$ cat src/rtl/tx_sched_pkg.sv
package tx_sched_pkg;

  typedef enum logic {
    TXS_SLOW = 1'b0,
    TXS_FAST = 1'b1
  } txs_rate_e;

  // cycles taken by one word at a given bit time
  function automatic int txs_word_cycles(input int bits, input int bit_cyc);
    return bits * bit_cyc;
  endfunction

endpackage

$ cat src/rtl/tx_sched_lockout.sv
module tx_sched_lockout #(
  parameter int LOCK_CYC = 500000
) (
  input  logic clk_i,
  input  logic rst_i,
  output logic locked_o
);
  localparam int LW = $clog2(LOCK_CYC + 1);

  logic [LW-1:0] remain_q;

  always_ff @(posedge clk_i) begin
    if (rst_i) begin
      remain_q <= LW'(LOCK_CYC);
    end else if (remain_q != '0) begin
      remain_q <= remain_q - LW'(1);
    end
  end

  assign locked_o = (remain_q != '0);
endmodule

$ cat src/rtl/tx_sched_interval.sv
module tx_sched_interval #(
  parameter int TICK_CYC = 10000,
  parameter int CODE_W   = 8,
  parameter int GAP_SLOW = 2880,
  parameter int GAP_FAST = 360
) (
  input  logic              clk_i,
  input  logic              rst_i,
  input  logic              restart_i,
  input  logic [CODE_W-1:0] code_i,
  input  logic              fast_i,
  output logic              expire_o
);
  localparam int PW      = $clog2(TICK_CYC);
  localparam int GAP_MAX = (GAP_SLOW > GAP_FAST) ? GAP_SLOW : GAP_FAST;
  localparam int GW      = $clog2(GAP_MAX + 1);

  logic [PW-1:0]     pre_q;
  logic [CODE_W-1:0] ticks_q;
  logic [GW-1:0]     gap_q;
  logic              idle_q;

  logic              pre_wrap;
  logic              zero_code;
  logic [CODE_W-1:0] code_m1;
  logic [GW-1:0]     gap_last;
  logic              hit_code;
  logic              hit_gap;

  assign pre_wrap  = (pre_q == PW'(TICK_CYC - 1));
  assign zero_code = (code_i == '0);
  assign code_m1   = code_i - CODE_W'(1);
  assign gap_last  = fast_i ? GW'(GAP_FAST - 1) : GW'(GAP_SLOW - 1);
  assign hit_code  = !zero_code && pre_wrap && (ticks_q == code_m1);
  assign hit_gap   = zero_code && (gap_q == gap_last);
  assign expire_o  = !idle_q && (hit_code || hit_gap);

  always_ff @(posedge clk_i) begin
    if (rst_i) begin
      pre_q   <= '0;
      ticks_q <= '0;
      gap_q   <= '0;
      idle_q  <= 1'b1;
    end else if (restart_i) begin
      pre_q   <= '0;
      ticks_q <= '0;
      gap_q   <= '0;
      idle_q  <= 1'b0;
    end else if (!idle_q) begin
      pre_q   <= pre_wrap ? '0 : pre_q + PW'(1);
      ticks_q <= pre_wrap ? ticks_q + CODE_W'(1) : ticks_q;
      gap_q   <= gap_q + GW'(1);
      idle_q  <= expire_o;
    end
  end
endmodule

$ cat src/rtl/tx_sched.sv
module tx_sched
  import tx_sched_pkg::*;
#(
  parameter int TICK_CYC     = 10000,
  parameter int LOCK_CYC     = 500000,
  parameter int CODE_W       = 8,
  parameter int WORD_BITS    = 36,
  parameter int BIT_CYC_SLOW = 80,
  parameter int BIT_CYC_FAST = 10
) (
  input  logic              clk_i,
  input  logic              ext_rst_i,
  input  logic              pwr_rst_i,
  input  logic              tx_en_i,
  input  logic [CODE_W-1:0] ival_code_i,
  input  logic              fast_i,
  input  logic              ser_busy_i,
  input  logic              ser_done_i,
  output logic              start_o
);
  localparam int GAP_SLOW = txs_word_cycles(WORD_BITS, BIT_CYC_SLOW);
  localparam int GAP_FAST = txs_word_cycles(WORD_BITS, BIT_CYC_FAST);

  logic      rst;
  logic      locked;
  logic      expire;
  txs_rate_e rate;

  logic en_q, pend_q, armed_q, due_q;
  logic rise, zero_code, period_hit, start;

  assign rst       = ext_rst_i | pwr_rst_i;
  assign rate      = txs_rate_e'(fast_i);
  assign zero_code = (ival_code_i == '0);

  tx_sched_lockout #(.LOCK_CYC(LOCK_CYC)) u_lock (
    .clk_i   (clk_i),
    .rst_i   (rst),
    .locked_o(locked)
  );

  tx_sched_interval #(
    .TICK_CYC(TICK_CYC),
    .CODE_W  (CODE_W),
    .GAP_SLOW(GAP_SLOW),
    .GAP_FAST(GAP_FAST)
  ) u_ival (
    .clk_i    (clk_i),
    .rst_i    (rst),
    .restart_i(start),
    .code_i   (ival_code_i),
    .fast_i   (rate == TXS_FAST),
    .expire_o (expire)
  );

  // request sources: a fresh or held edge, or a periodic deadline
  assign rise       = tx_en_i & ~en_q;
  assign period_hit = armed_q & (expire | (zero_code & ser_done_i));
  assign start      = ~rst & tx_en_i & ~locked & ~ser_busy_i &
                      (pend_q | rise | due_q | period_hit);
  assign start_o    = start;

  always_ff @(posedge clk_i) begin
    if (rst) begin
      en_q    <= 1'b0;
      pend_q  <= 1'b0;
      armed_q <= 1'b0;
      due_q   <= 1'b0;
    end else begin
      en_q    <= tx_en_i;
      pend_q  <= tx_en_i & (pend_q | rise) & ~start;
      armed_q <= tx_en_i & (armed_q | start);
      due_q   <= tx_en_i & (due_q | period_hit) & ~start;
    end
  end
endmodule

$ cat config.mk
export PLATFORM = sky130hd
export DESIGN_NAME = tx_sched
export DESIGN_NICKNAME = d
export VERILOG_FILES = /design/src/rtl/tx_sched_pkg.sv /design/src/rtl/tx_sched_lockout.sv /design/src/rtl/tx_sched_interval.sv /design/src/rtl/tx_sched.sv
export SDC_FILE = /design/constraint.sdc
export NUM_CORES = 1
export LEC_CHECK = 0
export BUFFER_PORTS_ARGS = -buffer_cell sky130_fd_sc_hd__buf_4
export CAP_MARGIN = 20
export CORE_AREA = 8 8 88 90
export DETAILED_ROUTE_END_ITERATION = 6
export DIE_AREA = 0 0 96 98
export PLACE_DENSITY = 0.71
export RECOVER_POWER = 50
export REMOVE_ABC_BUFFERS = 1
export SYNTH_ARGS = -nofsm -noshare
export SYNTH_HDL_FRONTEND = slang
export SYNTH_SLANG_ARGS = --single-unit
$ cat constraint.sdc
create_clock -name clk_i -period 7.7 [get_ports clk_i]
set_clock_uncertainty 0.2 [all_clocks]
set_input_delay 1.54 -clock clk_i [delete_from_list [all_inputs] [get_ports clk_i]]
set_output_delay 1.54 -clock clk_i [all_outputs]
set_load 0.02 [all_outputs]
==> results.md <==
Run status:
- The flow ran to the end, but the final reports show violations.
- The checks that failed: max-capacitance violations, max-slew violations.

Route:
- For this block, the via count after detailed routing is 2981.
- The first TritonRoute pass finished after 4 iterations.
- The detailed-routed wire length on met2 is 3.46 mm.
- The count of nets left with antenna violations once routing finished came out at 0.
- The final layout contains routed wiring with a total length of 7.61 mm.
- Dividing the detail-routed wire length by the instance count gives 14.5 um.
- The first routing iteration left 134 violations.
- The top metal layer carrying routed signals is met4.
- Using the TritonRoute via totals, the vias-per-cell ratio works out to 5.67.
- Detailed routing placed a total of 258 um of wire on met3.
- The detailed-route DRC error count is 0.
- In the final routing, the length of wire on met1 measures 3.72 mm.

GRT:
- Entering global routing, the biggest net connects 39 pins.
- The first global-routing pass estimated 13.0 mm of wire.
- Across every metal layer, demand over resource in global routing totals 17.1%.
- The via count of the first global-routing pass was 2747.
- The total overflow left after global routing is 0.
- The number of antenna violations at the first check in global routing is 0.

Layout:
- Of the cells placed in the final design, the portion with a size suffix greater than 1 is 13.5%.
- The net count of the finished layout is 461.
- The area overhead of the layout relative to synthesis is 12.0%.
- The utilization of the core after routing is 58.6%.
- The repair_antennas step left the layout with diodes totalling 0.
- The filler cells instantiated in the layout total 588.

Critical path:
- The critical path data required time is 5.96 ns.
- STA classifies the critical path endpoint as an output pin.
- STA classifies the critical path startpoint as an input pin.
- The arrival time of data at the critical path endpoint is 3.38 ns.
- The type of the worst setup path is input pin to output pin.
- The top fanout value on the critical path is 9.

Logic synthesis:
- The netlist uses 53 different library cells.
- In this run, synthesis produced a sequential element count of 58.
- The Yosys warning count is 0.
- The number of instances in the synthesized netlist is 426.
- The share of synthesized area occupied by flip-flops and latches is 34.2%.
- After synthesis, the mean cell area works out to 7.97 um2.
- The commonest register cell after synthesis is sky130_fd_sc_hd__dfxtp_1.
- The mapped cell area is 3400 um2.
- In this run, synthesis inferred 0 flip-flops with an integrated enable.
- The share of flip-flops with an asynchronous set or reset is 0%.

Flow run:
- Max-cap violations in this run came to 1.

Die:
- The chip height is 98 um.
- The core region is 6490 um2.
- The floorplan step defined a die boundary enclosing 9410 um2.
- The floorplan has 30 rows.
- For this configuration, the core starts out at a cell density of 52.3%.
- The number of top-level pins is 16.
- The die span in x is 96 um.

STA:
- The final worst-path cycle share is 66.5%.
- The number of pins with negative max-slew slack in the final report is 24.
- The number of failing hold endpoints at the final stage is 0.
- For this run, the top clock speed supported by timing is 0.195 GHz.
- Setup repair after global routing left no endpoint under its margin.
- In this run the tightest slew margin relative to its limit is -5.44%.
- The final critical delay including setup and external delays is 5.12 ns.
- For the pin with the worst max-slew slack, the measured transition is 1.58 ns.
- The setup-violating endpoint count in the final report is 0.
- For the final routed database, the setup TNS stands at 0 ns.

Placement:
- Summed over all nets, the half-perimeter wirelength after detailed placement is 5.39 mm.
- The count of buffers added on input and output ports is 15.
- The routability-driven placement congestion ratio is 0.807.

Power and ir drop:
- The peak supply drop is 0.000137 V.
- The cell leakage power is 1.40 nW.
- The power density relative to cell area is 186 nW/um2.

Clock network:
- The post-cts repair resize count is 0.
- The clock tree from TritonCTS is yes.
- The maximum number of buffers from clock root to sink is 2.
- The H-tree depth is 3.
- The number of buffers added to fix hold violations after cts is 0.
- The clock-pin transition on the worst setup and hold timing paths is 0.07 ns.
- The root cell of the clock tree is sky130_fd_sc_hd__clkbuf_8.
- Buffers inserted during clock tree synthesis total 9.
- The clock sink count is 58.
- The number of post-CTS setup repair buffers is 0.
- At the later pin of the worst-skew pair, clock insertion delay measures 0.34 ns.

Hold path:
- The path class of the tightest hold or removal check is register to register.
-- Yosys cell counts, types with 5 or more instances --
library cell,n,area share [%]
sky130_fd_sc_hd__clkbuf_1,8,0.88
sky130_fd_sc_hd__nor2b_1,7,1.3
sky130_fd_sc_hd__and3_1,9,1.7
sky130_fd_sc_hd__nand3_1,11,1.6
sky130_fd_sc_hd__a31oi_1,8,1.5
sky130_fd_sc_hd__ha_1,5,1.8
sky130_fd_sc_hd__o21ai_0,20,2.9
sky130_fd_sc_hd__nand2_1,60,6.6
sky130_fd_sc_hd__nand4_1,11,2.0
sky130_fd_sc_hd__nor2_1,44,4.9
sky130_fd_sc_hd__xnor2_1,25,6.4
sky130_fd_sc_hd__xor2_1,20,5.2
sky130_fd_sc_hd__nor2_2,20,3.7
sky130_fd_sc_hd__a21oi_1,9,1.3
sky130_fd_sc_hd__dfxtp_1,58,34
sky130_fd_sc_hd__nor4_1,10,1.8
sky130_fd_sc_hd__nor3_1,15,2.2
sky130_fd_sc_hd__or3_1,6,1.1
sky130_fd_sc_hd__inv_1,11,1.2
-- metal layers --
| layer | global-route usage [%] | up-vias |
|---|---|---|
| li1 | - | 1539 |
| met4 | 8.28 | 0 |
| met1 | 22.2 | 1380 |
| met3 | 3.61 | 16 |
| met2 | 25.7 | 46 |
| met5 | 0 | - |
-- power breakdown --
group	switching, W	internal [W]	leakage, nW
clock network	0.000131	0.000224	0.119
registers	0.00000278	0.000303	0.469
logic	0.0000267	0.0000183	0.811
-- state kept, by name, indices dropped and copies added, names as in the netlist --
register and count:
u_ival.idle_q 1, u_ival.gap_q 12, en_q 1, u_ival.pre_q 14, u_ival.ticks_q 8, pend_q 1
armed_q 1, due_q 1, u_lock.remain_q 19
-- cells by family after synthesis --
logic type / after synthesis / share of synthesized area, %
adder cells (fa/ha/maj): 5 / 1.84
multiplexers: 1 / 0.332
buffers and inverters: 25 / 3.43
AND/OR/NAND/NOR: 227 / 35.5
flip-flops: 58 / 34.2
XOR/XNOR: 46 / 12.3
AO/OA/AOI/OAI: 64 / 12.4
-- path summary, 6_finish.rpt --
| check | startpoint | end | slack [ns] | cells past startpoint |
|---|---|---|---|---|
| setup reg to reg | u_lock.remain_q[14]$_SDFFE_PP0P_ | u_ival.pre_q[5]$_SDFFE_PP0N_ | 3.83 | 6 |
| hold / removal | u_lock.remain_q[18]$_SDFFE_PP1P_ | u_lock.remain_q[18]$_SDFFE_PP1P_ | 0.27 | 2 |
| setup / recovery | ival_code_i[0] | start_o | 2.58 | 10 |
| hold reg to reg | u_lock.remain_q[18]$_SDFFE_PP1P_ | u_lock.remain_q[18]$_SDFFE_PP1P_ | 0.27 | 2 |
-- critical path, cell delays in order --
cell and delay, ns:
sky130_fd_sc_hd__clkbuf_1 0.16, sky130_fd_sc_hd__inv_1 0.07, sky130_fd_sc_hd__ha_1 0.30, sky130_fd_sc_hd__xnor3_1 0.35
sky130_fd_sc_hd__and3_1 0.19, sky130_fd_sc_hd__o21ai_0 0.23, sky130_fd_sc_hd__nand2_1 0.13, sky130_fd_sc_hd__a21oi_1 0.16
sky130_fd_sc_hd__a21oi_1 0.08, sky130_fd_sc_hd__buf_4 0.16
-- metrics by stage --
step	cells	area (um2)	power, W	setup WS (ns)	hold slack (ns)
after detailed placement	510	3570	0.000358	2.63	0.264
after global routing	526	3800	0.000730	2.40	0.293
after global placement	510	3570	0.000357	2.71	0.259
after CTS	526	3820	0.000711	2.61	0.274
after floorplan	412	3320	0.000341	3.01	0.243
final	526	3800	0.000706	2.58	0.275
-- cell type report --
type	count	area, um2	share of cell area [%]
timing repair buffer	18	120	3.16
clock inverter	6	114	2.99
inverter	11	41.3	1.09
tap	80	100	2.63
sequential	58	1160	30.5
multi-input combinational	343	2130	56.0
clock buffer	10	138	3.62
-- placed cells by master, fill, tap and decap left out, types with 5 or more instances in the layout --
cell type,synthesis,final
sky130_fd_sc_hd__xor2_1,20,20
sky130_fd_sc_hd__a21oi_1,9,9
sky130_fd_sc_hd__a31oi_1,8,7
sky130_fd_sc_hd__xnor2_1,25,25
sky130_fd_sc_hd__ha_1,5,5
sky130_fd_sc_hd__nand4_1,11,11
sky130_fd_sc_hd__nor2_2,20,20
sky130_fd_sc_hd__nand2_1,60,60
sky130_fd_sc_hd__dfxtp_1,58,58
sky130_fd_sc_hd__nor3_1,15,15
sky130_fd_sc_hd__o21ai_0,20,20
sky130_fd_sc_hd__or3_1,6,6
sky130_fd_sc_hd__nor2b_1,7,7
sky130_fd_sc_hd__inv_1,11,11
sky130_fd_sc_hd__nor2_1,44,44
sky130_fd_sc_hd__nor4_1,10,9
sky130_fd_sc_hd__clkbuf_8,0,10
sky130_fd_sc_hd__buf_4,1,14
sky130_fd_sc_hd__nand3_1,11,11
sky130_fd_sc_hd__and3_1,9,9
Power figures use the tool's default switching activity.
